[src/rtl/pci_tdec_pkg.sv]
// Package: command codes and the claim class shared by the decoder pieces.
// Assumes the bus command is read as the raw C/BE# value of the address phase.
package pci_tdec_pkg;
    localparam logic [3:0] CMD_IACK   = 4'b0000;
    localparam logic [3:0] CMD_SPEC   = 4'b0001;
    localparam logic [3:0] CMD_MEM_RD = 4'b0110;
    localparam logic [3:0] CMD_MEM_WR = 4'b0111;
    localparam logic [3:0] CMD_CFG_RD = 4'b1010;
    localparam logic [3:0] CMD_CFG_WR = 4'b1011;
    localparam logic [3:0] CMD_DAC    = 4'b1101;

    typedef enum logic [2:0] {
        CLS_NONE   = 3'd0,
        CLS_CFG_RD = 3'd1,
        CLS_CFG_WR = 3'd2,
        CLS_MEM_RD = 3'd3,
        CLS_MEM_WR = 3'd4,
        CLS_IACK   = 3'd5
    } claim_cls_e;
endpackage

[src/rtl/pci_bus_track.sv]
// Bus phase tracker: marks the first FRAME#-low clock after idle as the
// address phase and reports when the bus is sampled idle.
// Assumes no fast back-to-back transactions (an idle clock separates them).
module pci_bus_track (
    input  logic clk,
    input  logic rst_n,
    input  logic frame_n,
    input  logic irdy_n,
    output logic addr_phase,
    output logic bus_idle
);
    logic busy_q;

    assign bus_idle   = frame_n && irdy_n;
    assign addr_phase = !frame_n && !busy_q;

    // Purpose: remember that a transaction is in progress until idle is seen.
    always_ff @(posedge clk) begin
        if (!rst_n)
            busy_q <= 1'b0;
        else if (bus_idle)
            busy_q <= 1'b0;
        else if (!frame_n)
            busy_q <= 1'b1;
    end
endmodule

[src/rtl/pci_bar_match.sv]
// Window compare: the address hits when its bits above WIN_BITS equal the
// base. Base bits below WIN_BITS are treated as zero.
// Assumes WIN_BITS < ADDR_W; a window covering the whole space always hits.
module pci_bar_match #(
    parameter int ADDR_W   = 32,
    parameter int WIN_BITS = 10
) (
    input  logic [ADDR_W-1:0] addr,
    input  logic [ADDR_W-1:0] base,
    output logic              hit
);
    generate
        if (WIN_BITS >= ADDR_W) begin : g_all
            logic [ADDR_W-1:0] diff_all;
            assign diff_all = addr ^ base;
            assign hit = 1'b1 | (&diff_all);
        end else begin : g_cmp
            localparam logic [ADDR_W-1:0] UP_MASK = {{(ADDR_W-WIN_BITS){1'b1}}, {WIN_BITS{1'b0}}};
            assign hit = ((addr ^ base) & UP_MASK) == '0;
        end
    endgenerate
endmodule

[src/rtl/pci_cmd_classify.sv]
// Command classifier: maps one address phase to the class the target claims,
// or CLS_NONE for anything refused (special, reserved, DAC, unimplemented).
// Assumes inputs are valid only while addr_phase is asserted upstream.
module pci_cmd_classify
    import pci_tdec_pkg::*;
(
    input  logic [3:0]  cmd,
    input  logic [1:0]  ad_lo,
    input  logic        idsel,
    input  logic        mem_en,
    input  logic        iack_en,
    input  logic        win_hit,
    output claim_cls_e  cls
);
    logic cfg_ok;
    logic mem_ok;

    assign cfg_ok = idsel && (ad_lo == 2'b00);
    assign mem_ok = mem_en && win_hit;

    // Purpose: one-level decode of the command code with its qualifier.
    always_comb begin
        cls = CLS_NONE;
        case (cmd)
            CMD_CFG_RD: if (cfg_ok)  cls = CLS_CFG_RD;
            CMD_CFG_WR: if (cfg_ok)  cls = CLS_CFG_WR;
            CMD_MEM_RD: if (mem_ok)  cls = CLS_MEM_RD;
            CMD_MEM_WR: if (mem_ok)  cls = CLS_MEM_WR;
            CMD_IACK:   if (iack_en) cls = CLS_IACK;
            default:                 cls = CLS_NONE;
        endcase
    end
endmodule

[src/rtl/pci_tgt_claim.sv]
// Target claim logic: decodes each address phase, then drives DEVSEL# with
// medium timing (one register stage of decision, one of drive), pulses a claim
// strobe and holds a one-hot class flag until the bus returns to idle.
// Assumes a 32-bit-only target; the second dword of a DAC is never decoded.
module pci_tgt_claim
    import pci_tdec_pkg::*;
#(
    parameter int ADDR_W   = 32,
    parameter int WIN_BITS = 10
) (
    input  logic              clk,
    input  logic              rst_n,
    input  logic              bus_frame_n,
    input  logic              bus_irdy_n,
    input  logic [ADDR_W-1:0] bus_ad,
    input  logic [3:0]        bus_cbe_n,
    input  logic              bus_idsel,
    input  logic              cfg_mem_en,
    input  logic              cfg_iack_en,
    input  logic [ADDR_W-1:0] cfg_bar,
    output logic              tgt_devsel_n,
    output logic              tgt_claim,
    output logic              cls_cfg_rd,
    output logic              cls_cfg_wr,
    output logic              cls_mem_rd,
    output logic              cls_mem_wr,
    output logic              cls_iack
);
    logic       addr_phase;
    logic       bus_idle;
    logic       win_hit;
    claim_cls_e dec_cls;
    logic       pend_q;
    claim_cls_e pend_cls_q;
    claim_cls_e cur_cls_q;
    logic       devsel_q;
    logic       claim_q;

    pci_bus_track u_track (
        .clk        (clk),
        .rst_n      (rst_n),
        .frame_n    (bus_frame_n),
        .irdy_n     (bus_irdy_n),
        .addr_phase (addr_phase),
        .bus_idle   (bus_idle)
    );

    pci_bar_match #(.ADDR_W(ADDR_W), .WIN_BITS(WIN_BITS)) u_bar (
        .addr (bus_ad),
        .base (cfg_bar),
        .hit  (win_hit)
    );

    pci_cmd_classify u_cls (
        .cmd     (bus_cbe_n),
        .ad_lo   (bus_ad[1:0]),
        .idsel   (bus_idsel),
        .mem_en  (cfg_mem_en),
        .iack_en (cfg_iack_en),
        .win_hit (win_hit),
        .cls     (dec_cls)
    );

    // Purpose: decision stage, captures the class of a claimable address phase.
    always_ff @(posedge clk) begin
        if (!rst_n) begin
            pend_q     <= 1'b0;
            pend_cls_q <= CLS_NONE;
        end else begin
            pend_q     <= addr_phase && (dec_cls != CLS_NONE);
            pend_cls_q <= addr_phase ? dec_cls : CLS_NONE;
        end
    end

    // Purpose: drive stage, asserts DEVSEL# and strobe, releases on idle.
    always_ff @(posedge clk) begin
        if (!rst_n) begin
            devsel_q  <= 1'b0;
            claim_q   <= 1'b0;
            cur_cls_q <= CLS_NONE;
        end else if (pend_q) begin
            devsel_q  <= 1'b1;
            claim_q   <= 1'b1;
            cur_cls_q <= pend_cls_q;
        end else begin
            claim_q <= 1'b0;
            if (bus_idle) begin
                devsel_q  <= 1'b0;
                cur_cls_q <= CLS_NONE;
            end
        end
    end

    assign tgt_devsel_n = !devsel_q;
    assign tgt_claim    = claim_q;
    assign cls_cfg_rd   = (cur_cls_q == CLS_CFG_RD);
    assign cls_cfg_wr   = (cur_cls_q == CLS_CFG_WR);
    assign cls_mem_rd   = (cur_cls_q == CLS_MEM_RD);
    assign cls_mem_wr   = (cur_cls_q == CLS_MEM_WR);
    assign cls_iack     = (cur_cls_q == CLS_IACK);
endmodule

[config.mk]
export PLATFORM = sky130hd
export DESIGN_NAME = pci_tgt_claim
export DESIGN_NICKNAME = d
export VERILOG_FILES = /design/src/rtl/pci_tdec_pkg.sv /design/src/rtl/pci_bus_track.sv /design/src/rtl/pci_bar_match.sv /design/src/rtl/pci_cmd_classify.sv /design/src/rtl/pci_tgt_claim.sv
export SDC_FILE = /design/constraint.sdc
export NUM_CORES = 1
export LEC_CHECK = 0
export CAP_MARGIN = 20
export CORE_MARGIN = 3
export CORE_UTILIZATION = 34
export DETAILED_ROUTE_END_ITERATION = 7
export DONT_BUFFER_PORTS = 1
export PLACE_DENSITY_LB_ADDON = 0.08
export SLEW_MARGIN = 30
export SYNTH_ARGS = -nofsm -noshare
export SYNTH_HDL_FRONTEND = slang
export SYNTH_SLANG_ARGS = --single-unit
[constraint.sdc]
create_clock -name clk -period 1.79 [get_ports clk]
set_input_delay 0 -clock clk [delete_from_list [all_inputs] [get_ports clk]]
set_output_delay 0 -clock clk [all_outputs]
set_load 0.05 [all_outputs]
# Word-level counts from Yosys, hierarchy flattened
# Cells that the tools add are included.
# word_totals
elab_cells,43
regBits,10
output_inout_bits,7
# op_classes
reduce_logical,15
n_mux,11
bitwise,2
n_eq_ne,9
# ops
cell,n
logical NOT 32 bit,1
bitwise XOR 32 bit,1
one-hot mux 3 bit (5 select lines),1
2-to-1 mux 3 bit,4
"equality test 4 x 3 -> 1 bit, second input constant",2
"equality test 4 bit, second input constant",2
"equality test 3 x 2 -> 1 bit, second input constant",2
"equality test 3 bit, second input constant",2
logical AND 1 bit,5
logical NOT 4 bit,1
2-to-1 mux 1 bit,4
2-to-1 mux 2 bit,2
"equality test 3 x 1 -> 1 bit, second input constant",1
logical NOT 1 bit,3
nonzero test 3 bit,1
logical NOT 2 bit,1
AND reduction 2 bit,1
nonzero test 2 bit,1
OR reduction 2 bit,1
inverter 1 bit,1

# Depth between registers and ports, before layout
# Gate-level depths: netlist of the first run.
# logic_depth
ltp_word,7
depth_mapped,5

# Cells and area by module
# From an unflattened synthesis of the first run, not the netlist that was laid out.
# hier_totals
hier_cells,72
area_unflattened_um2,699.4
# by_module_without_submodules
module,area_per_inst_um2,cells_per_inst,n_inst
pci_tgt_claim,336.6,28,1
pci_bar_match,242.7,29,1
pci_cmd_classify,75.1,10,1
pci_bus_track,45.0,5,1

# Least setup slack after synthesis of the first run
# No wires, ideal clock.
# synth_timing
path_type,reg2out
from,reg cur_cls_q[1]
to,out cls_cfg_wr
n_path_buf,0
arrival_time_ps,1538
stages_incl_launch_ff,2
setup_slack_ps,252
required_ps,1790
path_cell_list,dfxtp_1 -> nor3b_1
# synth_between
elab_chain_len,1
# synth_rtl
item,line_no,source
"start, declared",pci_tgt_claim.sv:35,claim_cls_e cur_cls_q;
"start signal, assigned",pci_tgt_claim.sv:84,cur_cls_q <= pend_cls_q;
equality test 3 x 2 -> 1 bit,pci_tgt_claim.sv:97,assign cls_cfg_wr = (cur_cls_q == CLS_CFG_WR);
"end, declared",pci_tgt_claim.sv:24,"output logic cls_cfg_wr,"
# No other way between the ends.

# Final worst setup path of the first run
# layout_timing
from,in bus_cbe_n[1]
to,reg pend_cls_q[0]
# layout_between
elab_chain_len,2
word_cells_on_any_way,6
cone_classes,eq/ne (4); mux (1); reduce/logical (1)
# layout_rtl
item,line_no,source
"start, declared",pci_tgt_claim.sv:16,"input logic [3:0] bus_cbe_n,"
equality test 4 x 3 -> 1 bit (tied with other cells),pci_cmd_classify.sv:24,case (cmd)
one-hot mux 3 bit (5 select lines) (*),pci_cmd_classify.sv:24,
"end signal, assigned",pci_tgt_claim.sv:71,pend_cls_q <= addr_phase ? dec_cls : CLS_NONE;
"end, declared",pci_tgt_claim.sv:34,claim_cls_e pend_cls_q;
# Every way passes the cells marked *; elsewhere a longest branch is shown, timed or not.
# A chain may end at the register's enable or synchronous reset.

==> results.json, run 1 <==
{
  "report.final.slew_viol_count": 0,
  "worstSetupPathType": "primary input to flip-flop",
  "critical_path.slowest_cell": "dlygate4sd3_1",
  "multi_input_comb_area_um2": 606,
  "fin_tns_setup_ns": 0,
  "areaGrowthSynthToFinish_pct": 25.8,
  "grt_overflow": 0,
  "critical_path.n_buffers_inverters": 2,
  "insertedDiodeCount": 0,
  "final_antenna_net_count": 0,
  "portion_of_the_post_synthesis_area_used_by_sequential_elements_pct": 25.3,
  "vias_in_the_first_global_route": 769,
  "run_status": "finished, final reports clean",
  "yosys_warnings": 0,
  "fillers": 219,
  "ir_drop_mv": 0.327,
  "top_achievable_clock_speed_mhz": 567,
  "finalWorstPathRequiredPeriod_ns": 1.76,
  "post-route-period-util_pct": 98.5,
  "synth_top_cell_by_area": "dfxtp_1",
  "tritoncts_num_sinks": 10,
  "path_common_cell": "dlygate4sd3_1",
  "timing.critical_path.slowest_cell_delay_ns": 0.61,
  "cts_setup_buffers": 0,
  "post-layout-total-power_mw": 0.531,
  "worst_setup_path_start_kind": "primary input",
  "average_via_count_per_standard_cell": 5.40,
  "finalWeightedCongestion": 0.725,
  "grt_start_max_net_pins": 9,
  "wire_per_inst_um": 13.8,
  "floorplan.die.width_um": 54.3,
  "register_area_um2": 200,
  "number_of_antenna_violations_at_the_first_check_in_global_routing": 0,
  "worstPathRequired_ns": 1.96,
  "synth_net_count": 168,
  "setup_ws_ns": 0.0260,
  "route.detailed.drc": 0,
  "num_io_pins": 82,
  "postSynth.asyncResetShare_pct": 0,
  "place.port_buffers": 0,
  "synth_cell_type_count": 29,
  "synth_enable_flop_cells": 0,
  "firstDrtPassIters": 4,
  "power_density_mw_per_mm2": 533,
  "ys_top_cells_by_count": "15 x xnor2_1, 10 x dfxtp_1, 10 x nand2_1",
  "rsz0062_at_grt": "no",
  "synth.top_cell.area_share_pct": 25.3,
  "critPathArrivalTime_ns": 1.94,
  "syn_area_um2": 792,
  "post-synth-top-count-cell": "xnor2_1",
  "slew-limit-headroom_pct": 66.5,
  "cap_violations": 0,
  "die_ht_um": 54.3,
  "critPathTopFamily": "buffers and inverters",
  "post-dp-hpwl_um": 1570,
  "cts_htree_levels": 1,
  "ys_ff_latch": 10,
  "dieArea_mm2": 0.00294,
  "final_net_count": 185,
  "timing.hold.ws_ns": 0.0144,
  "core_area_mm2": 0.00208,
  "slew_at_the_pin_closest_to_its_max_slew_limit_ns": 0.505,
  "placed_cells_incl_taps": 123,
  "detailedPlace.worstSlack_ns": 0.557,
  "hold_viol": 0,
  "start_util_pct": 38.0,
  "setup_viol": 0,
  "clkTransAtPathRegs_ns": 0.06,
  "final_clock_skew_ns": 0.000894,
  "post_synth_inst_count": 93,
  "worst_hold_path_type": "primary input to flip-flop",
  "cts.root.buffer_cell": "clkbuf_4",
  "tritoncts": "built",
  "synth_top_cells_by_area": "dfxtp_1 25%, xnor2_1 17%, xor2_1 8.8%",
  "via_count": 734,
  "placementRows": 16,
  "synth_flop_cell": "dfxtp_1",
  "first_pass_grt_wire_length_um": 2960,
  "drt_iter0_drc": 8,
  "drt_wl_total_um": 1880,
  "grtUsageTotal_pct": 13.6,
  "layout-drive-gt1-share_pct": 12.8,
  "p_leak_nw": 0.325,
  "final_cell_count_without_fillers": 136,
  "path_cells": "dlygate4sd3_1 > or4b_4 > dlygate4sd3_1 > a311oi_2",
  "cts_buffers": 3,
  "path_max_fanout": 3,
  "clock_path_buffers": 2,
  "critical_path.endpoint_type": "flip-flop",
  "synthesis.area_per_instance_um2": 8.52,
  "clk_lat_worst_skew_ns": 0.26
}
[metal layers]
layer  share of wire (%)  track usage, %  wire [um]  up-vias
met3                  11            5.72        203        2
met1                  39            13.8        740      319
li1                    -               -          -      372
met4                0.74            2.49         14        0
met5                   0               0          0        -
met2                  49            25.9        923       41
[logic make-up (layout without fill, tap and decap cells)]
family	Yosys count	after routing	share of synthesized area [%]
AO/OA/AOI/OAI	12	12	10.6
XOR/XNOR	23	23	25.4
buffers and inverters	2	18	0.948
flip-flops	10	10	25.3
AND/OR/NAND/NOR	46	46	37.8
[layout make-up]
class | instances | area share (%)
clock buffer | 4 | 3.64
timing repair buffer | 12 | 11.3
tap | 27 | 3.39
inverter | 2 | 0.754
multi-input combinational | 81 | 60.8
sequential | 10 | 20.1
[report_power, final]
part / switching, mW / internal (mW) / total [mW] / leakage (nW)
sequential: 0.00156 / 0.224 / 0.226 / 0.0808
clock: 0.0698 / 0.123 / 0.193 / 0.0210
combinational: 0.0487 / 0.0632 / 0.112 / 0.224
total: 0.120 / 0.411 / 0.531 / 0.325
[sequential cells by signal, indices dropped and copies added (netlist names)]
name	count
pend_cls_q	3
pend_q	1
u_track.busy_q	1
devsel_q	1
tgt_claim	1
cur_cls_q	3
[placed cells by master (no fill, tap or decap), drive strengths merged]
master	instances
a21boi	2
a21oi	1
a22oi	1
a311oi	1
a41oi	1
and2	4
and3b	2
buf	3
clkbuf	4
dfxtp	10
dlygate4sd3	9
inv	2
nand2	10
nand2b	2
nand3	5
nand3b	1
nand4	5
nand4b	1
nand4bb	1
nor2	1
nor2b	1
nor3b	6
nor4	4
nor4b	2
o21ai	4
o22ai	2
or4b	1
xnor2	15
xor2	8
[worst reg2reg max path, stage by stage (launching register included)]
cell           delay, ns
dfxtp_1             0.38
nand2b_1            0.06
a21boi_0            0.15
dlygate4sd3_1       0.56
[per-stage QoR]
step	util (%)	cell area, um^2
finish	47.8	996
global route	47.8	996
CTS	47.5	990
detailed placement	41.5	863
global placement	41.5	863
floorplan	-	792
[worst paths after layout]
check | slack (ns) | endpoint | from | cells past startpoint
setup / recovery | 0.03 | pend_cls_q[0]$_SDFF_PN0_ | bus_cbe_n[1] | 4
hold / removal | 0.01 | pend_q$_SDFF_PN0_ | bus_cbe_n[0] | 3
setup reg to reg | 0.58 | u_track.busy_q$_SDFFE_PP0N_ | u_track.busy_q$_SDFFE_PP0N_ | 3
hold reg to reg | 0.52 | devsel_q$_SDFFE_PN0P_ | devsel_q$_SDFFE_PN0P_ | 2
[timing repair]
action	CTS	global route
endpoints found under the hold margin	10	0
endpoints found under the setup margin	0	1
hold buffers	9	0
resized for setup	0	1
Note: power is estimated with default switching activity, not from simulation.
==> inputs of run 2 (changes only) <==
- GPL_TIMING_DRIVEN: unset -> 0
==> results.json, run 2 (same netlist as run 1, synthesis figures left out) <==
{
  "run_status": "finished, final reports clean",
  "p_leak_nw": 0.306,
  "cts_buffers": 3,
  "design_area_um2": 957,
  "reg2reg_path_depth": 3,
  "wire_per_inst_um": 14.3,
  "ir_drop_mv": 0.458,
  "fin_tns_setup_ns": 0,
  "cts-resized-gates": 0,
  "dieArea_mm2": 0.00294,
  "vias_in_the_first_global_route": 781,
  "setup_viol": 0,
  "post-layout-total-power_mw": 0.536,
  "drt_wl_total_um": 1890,
  "drt_iter0_drc": 5,
  "cts.root.buffer_cell": "clkbuf_4",
  "layout-drive-gt1-share_pct": 9.52,
  "rsz0062_at_grt": "no",
  "tritoncts_num_sinks": 10,
  "whs_path_depth": 2,
  "final_clock_skew_ns": 0.00159,
  "worstPathRequired_ns": 1.98,
  "areaGrowthSynthToFinish_pct": 20.9,
  "cap_violations": 0,
  "route.detailed.drc": 0,
  "start_util_pct": 38.0,
  "layout_commonest_cell": "xnor2_1",
  "first_pass_grt_wire_length_um": 3210,
  "largestRegisters": "cur_cls_q (3), pend_cls_q (3)",
  "top_achievable_clock_speed_mhz": 630,
  "die_ht_um": 54.3,
  "timing.hold.ws_ns": 0.00838,
  "worst_hold_path_type": "primary input to flip-flop",
  "post-route-period-util_pct": 88.6,
  "final_antenna_net_count": 0,
  "grt_overflow": 0,
  "worstSetupPathType": "primary input to flip-flop",
  "report.final.slew_viol_count": 0,
  "insertedDiodeCount": 0,
  "average_via_count_per_standard_cell": 5.51,
  "critical_path.endpoint_type": "flip-flop",
  "final_net_count": 181,
  "final_core_util_pct": 46.0,
  "power_density_mw_per_mm2": 560,
  "cts_htree_levels": 1,
  "leading_cell_types_in_the_layout_fill_and_taps_excluded": "15 x xnor2_1, 10 x nand2_1, 10 x dfxtp_1",
  "finalWorstPathRequiredPeriod_ns": 1.59,
  "hold_viol": 0,
  "core_area_mm2": 0.00208,
  "via_count": 727,
  "firstDrtPassIters": 2,
  "clkTransAtPathRegs_ns": 0.06,
  "tritoncts": "built",
  "finalWeightedCongestion": 0.723,
  "post-dp-hpwl_um": 1610,
  "placementRows": 16,
  "place.port_buffers": 0,
  "placed_cell_area_um2": 841,
  "number_of_antenna_violations_at_the_first_check_in_global_routing": 0,
  "floorplan.die.width_um": 54.3,
  "worst_setup_path_start_kind": "primary input",
  "critPathArrivalTime_ns": 1.77,
  "clk_lat_worst_skew_ns": 0.26,
  "path_max_fanout": 4,
  "clock_path_buffers": 2,
  "grtUsageTotal_pct": 15.1,
  "slew_at_the_pin_closest_to_its_max_slew_limit_ns": 0.840,
  "num_io_pins": 82,
  "grt_start_max_net_pins": 9,
  "slew-limit-headroom_pct": 43.7
}
[run 2: changes by cell type in the layout (fill, tap and decap cells not counted), sizes merged]
cell         before  now
dlygate4sd3       9    8
buf               3    0
[run 2: stage by stage]
stage	setup WS [ns]	cells
finish	0.204	132
global route	0.105	132
CTS	0.0556	132
detailed placement	0.549	120
global placement	0.180	120
floorplan	0.252	93
[run 2: where the power goes]
group,internal (mW),switching [mW]
Combinational,0.0620,0.0489
Clock,0.124,0.0754
Sequential,0.224,0.00157
[run 2: cell type report]
| class | instances | area (um^2) |
|---|---|---|
| clock buffer | 4 | 36.3 |
| fill | 227 | 1120 |
| inverter | 2 | 7.51 |
| multi-input combinational | 81 | 599 |
| sequential | 10 | 200 |
| tap | 27 | 33.8 |
| timing repair buffer | 8 | 80.1 |
[run 2: routing by layer]
layer	track usage, %	wire length [um]	part of all wire [%]	up-vias
met5	0	0	0	-
met4	6.64	31	1.6	0
met3	5.45	204	11	4
met2	26.7	950	50	41
met1	15.8	700	37	319
li1	-	-	-	363
[run 2: path summary, 6_finish.rpt]
kind / endpoint / start / slack [ns]
worst max register to register: pend_cls_q[0]$_SDFF_PN0_ / u_track.busy_q$_SDFFE_PP0N_ / 0.75
worst min register to register: u_track.busy_q$_SDFFE_PP0N_ / u_track.busy_q$_SDFFE_PP0N_ / 0.54
worst min-delay path: pend_cls_q[0]$_SDFF_PN0_ / bus_cbe_n[3] / 0.008
worst max-delay path: pend_q$_SDFF_PN0_ / bus_cbe_n[1] / 0.20
[run 2: critical path: stages]
cell and delay (ns):
dlygate4sd3_1 0.58, or4b_4 0.57, a21boi_1 0.17, o22ai_2 0.17, nand3_1 0.10, a22oi_1 0.19
[run 2: repair_timing]
action | 4_1_cts | 5_1_grt
endpoints found under the hold margin | 10 | 2
endpoints found under the setup margin | 0 | 1
setup buffers | 0 | 0
hold buffers | 8 | 1
==> inputs of run 3 (changes only) <==
- REMOVE_ABC_BUFFERS: unset -> 1
- SYNTH_HIERARCHICAL: unset -> 1
==> results.json, run 3 <==
{
  "path_max_fanout": 6,
  "power_density_mw_per_mm2": 597,
  "setup_ws_ns": 0.381,
  "dieArea_mm2": 0.00264,
  "power.share.combinational_pct": 13.4,
  "tritoncts_num_sinks": 10,
  "cts-resized-gates": 0,
  "cts_buffers": 3,
  "post-route-period-util_pct": 78.7,
  "clock_path_buffers": 2,
  "post-dp-hpwl_um": 1230,
  "worstHoldStart": "bus_cbe_n[0]",
  "worst-r2r-setup-slack_ns": 0.67,
  "average_via_count_per_standard_cell": 5.47,
  "yosys_warnings": 6,
  "clk_lat_worst_skew_ns": 0.26,
  "worstSetupPathType": "flip-flop to primary output",
  "wire_per_inst_um": 13.6,
  "reg2reg_path_depth": 3,
  "top_achievable_clock_speed_mhz": 710,
  "worst_hold_path_type": "primary input to flip-flop",
  "finalWeightedCongestion": 0.652,
  "first_pass_grt_wire_length_um": 2210,
  "firstDrtPassIters": 2,
  "leading_cell_types_in_the_layout_fill_and_taps_excluded": "18 x xor2_1, 10 x dfxtp_1, 4 x dlygate4sd3_1, 4 x xnor2_1, 4 x nor4_1",
  "start_util_pct": 38.0,
  "r2r-end": "u_track/busy_q$_SDFFE_PP0N_",
  "synthesis.area_per_instance_um2": 9.71,
  "worst_setup_path_start_kind": "flip-flop",
  "placed_cells_incl_taps": 97,
  "netSwitchingFraction_pct": 20.8,
  "syn_area_um2": 699,
  "path_cells": "nor3b_2",
  "drt_iter0_drc": 2,
  "final_core_util_pct": 44.7,
  "detailedPlace.worstSlack_ns": 0.146,
  "cts.root.buffer_cell": "clkbuf_4",
  "rsz0062_at_grt": "no",
  "post-synth-top-count-cell": "xor2_1",
  "postSynth.asyncResetShare_pct": 0,
  "insertedDiodeCount": 0,
  "slew-limit-headroom_pct": 43.9,
  "finalWorstPathRequiredPeriod_ns": 1.41,
  "p_leak_nw": 0.355,
  "synth_cell_type_count": 29,
  "power.share.clock_pct": 40.5,
  "route.detailed.drc": 0,
  "worstPathRequired_ns": 1.79,
  "power.net_switching_mw": 0.102,
  "report.final.slew_viol_count": 0,
  "timing.hold.ws_ns": 0.00409,
  "cap_violations": 0,
  "synth_top_cells_by_area": "dfxtp_1 29%, xor2_1 23%, and4bb_1 5.4%",
  "power_frac_seq_pct": 46.1,
  "post_synth_inst_count": 72,
  "layout_commonest_cell": "xor2_1",
  "synth_enable_flop_cells": 0,
  "post-layout-total-power_mw": 0.491,
  "floorplan.die.width_um": 51.4,
  "whs_path_depth": 2,
  "reg2reg_from": "u_track/busy_q$_SDFFE_PP0N_",
  "slew_at_the_pin_closest_to_its_max_slew_limit_ns": 0.838,
  "grt_start_max_net_pins": 8,
  "grt_overflow": 0,
  "hold_buffers": 4,
  "hold_viol": 0,
  "final_cell_count_without_fillers": 105,
  "ir_drop_mv": 0.396,
  "number_of_antenna_violations_at_the_first_check_in_global_routing": 0,
  "fin_tns_setup_ns": 0,
  "ys_top_cells_by_count": "18 x xor2_1, 10 x dfxtp_1, 4 x nor4_1, 4 x xnor2_1",
  "num_io_pins": 82,
  "timing.critical_path.slowest_cell_delay_ns": 0.73,
  "critical_path.endpoint_type": "primary output",
  "setup_viol": 0,
  "holdPathEnd": "pend_cls_q[2]$_SDFF_PN0_",
  "critical_path.n_buffers_inverters": 0,
  "synth_top_cell_by_area": "dfxtp_1",
  "critPathArrivalTime_ns": 1.41,
  "vias_in_the_first_global_route": 523,
  "largestRegisters": "cur_cls_q (3), pend_cls_q (3)",
  "cts_setup_buffers": 0,
  "via_count": 574,
  "portion_of_the_post_synthesis_area_used_by_sequential_elements_pct": 28.6,
  "critical_path.slowest_cell": "nor3b_2",
  "tritoncts": "built",
  "synth_flop_cell": "dfxtp_1",
  "drt_wl_total_um": 1420,
  "placed_cell_area_um2": 746,
  "final_net_count": 156,
  "core_area_mm2": 0.00184,
  "grtUsageTotal_pct": 11.3,
  "critPathTopFamily": "simple AND/OR/NAND/NOR gates",
  "design_area_um2": 822,
  "run_status": "finished, final reports clean",
  "die_ht_um": 51.4,
  "layout-drive-gt1-share_pct": 13.8,
  "final_antenna_net_count": 0,
  "areaGrowthSynthToFinish_pct": 17.5,
  "cts_htree_levels": 1,
  "clkTransAtPathRegs_ns": 0.07,
  "final_clock_skew_ns": 0.000855,
  "placementRows": 15,
  "ys_ff_latch": 10,
  "place.port_buffers": 0,
  "synth.top_cell.area_share_pct": 28.6,
  "cell_internal_pwr_mw": 0.389
}
-- run 3: area by class of cell --
| cell class | instances | area [um^2] |
|---|---|---|
| fill | 202 | 1020 |
| tap | 25 | 31.3 |
| sequential | 10 | 200 |
| timing repair buffer | 4 | 40.0 |
| inverter | 1 | 3.75 |
| multi-input combinational | 61 | 510 |
| clock buffer | 4 | 36.3 |
-- run 3: power by group through the flow --
stage / combinational (mW) / clock (mW) / sequential (mW)
6_report: 0.0659 / 0.199 / 0.226
3_3_place_gp: 0.0556 / 0 / 0.231
3_5_place_dp: 0.0570 / 0 / 0.231
4_1_cts: 0.0664 / 0.206 / 0.226
5_1_grt: 0.0735 / 0.224 / 0.226
2_1_floorplan: 0.0513 / 0 / 0.231
-- run 3: worst max path at each step --
stage,start,depth (start not counted),to
final,cur_cls_q[1]$_SDFFE_PN0P_,1,cls_cfg_wr
after CTS,cur_cls_q[2]$_SDFFE_PN0P_,1,cls_mem_wr
after global placement,cur_cls_q[2]$_SDFFE_PN0P_,1,cls_mem_wr
after global routing,cfg_bar[30],7,pend_q$_SDFF_PN0_
after floorplan,cur_cls_q[1]$_SDFFE_PN0P_,1,cls_cfg_wr
after detailed placement,cfg_bar[30],7,pend_q$_SDFF_PN0_
-- run 3: per-layer routing --
layer  up-vias  share of wire, %  track usage (%)
met5         -                 0                0
met4         0              0.56             3.93
met3         2               9.6             4.66
met2        29                49             19.5
met1       257                41             12.4
li1        286                 -                -
-- run 3: logic make-up after synthesis --
| logic type | after synthesis | synth area share (%) |
|---|---|---|
| AND/OR/NAND/NOR | 30 | 33.3 |
| XOR/XNOR | 22 | 27.5 |
| flip-flops | 10 | 28.6 |
| AO/OA/AOI/OAI | 9 | 10.0 |
| buffers and inverters | 1 | 0.536 |
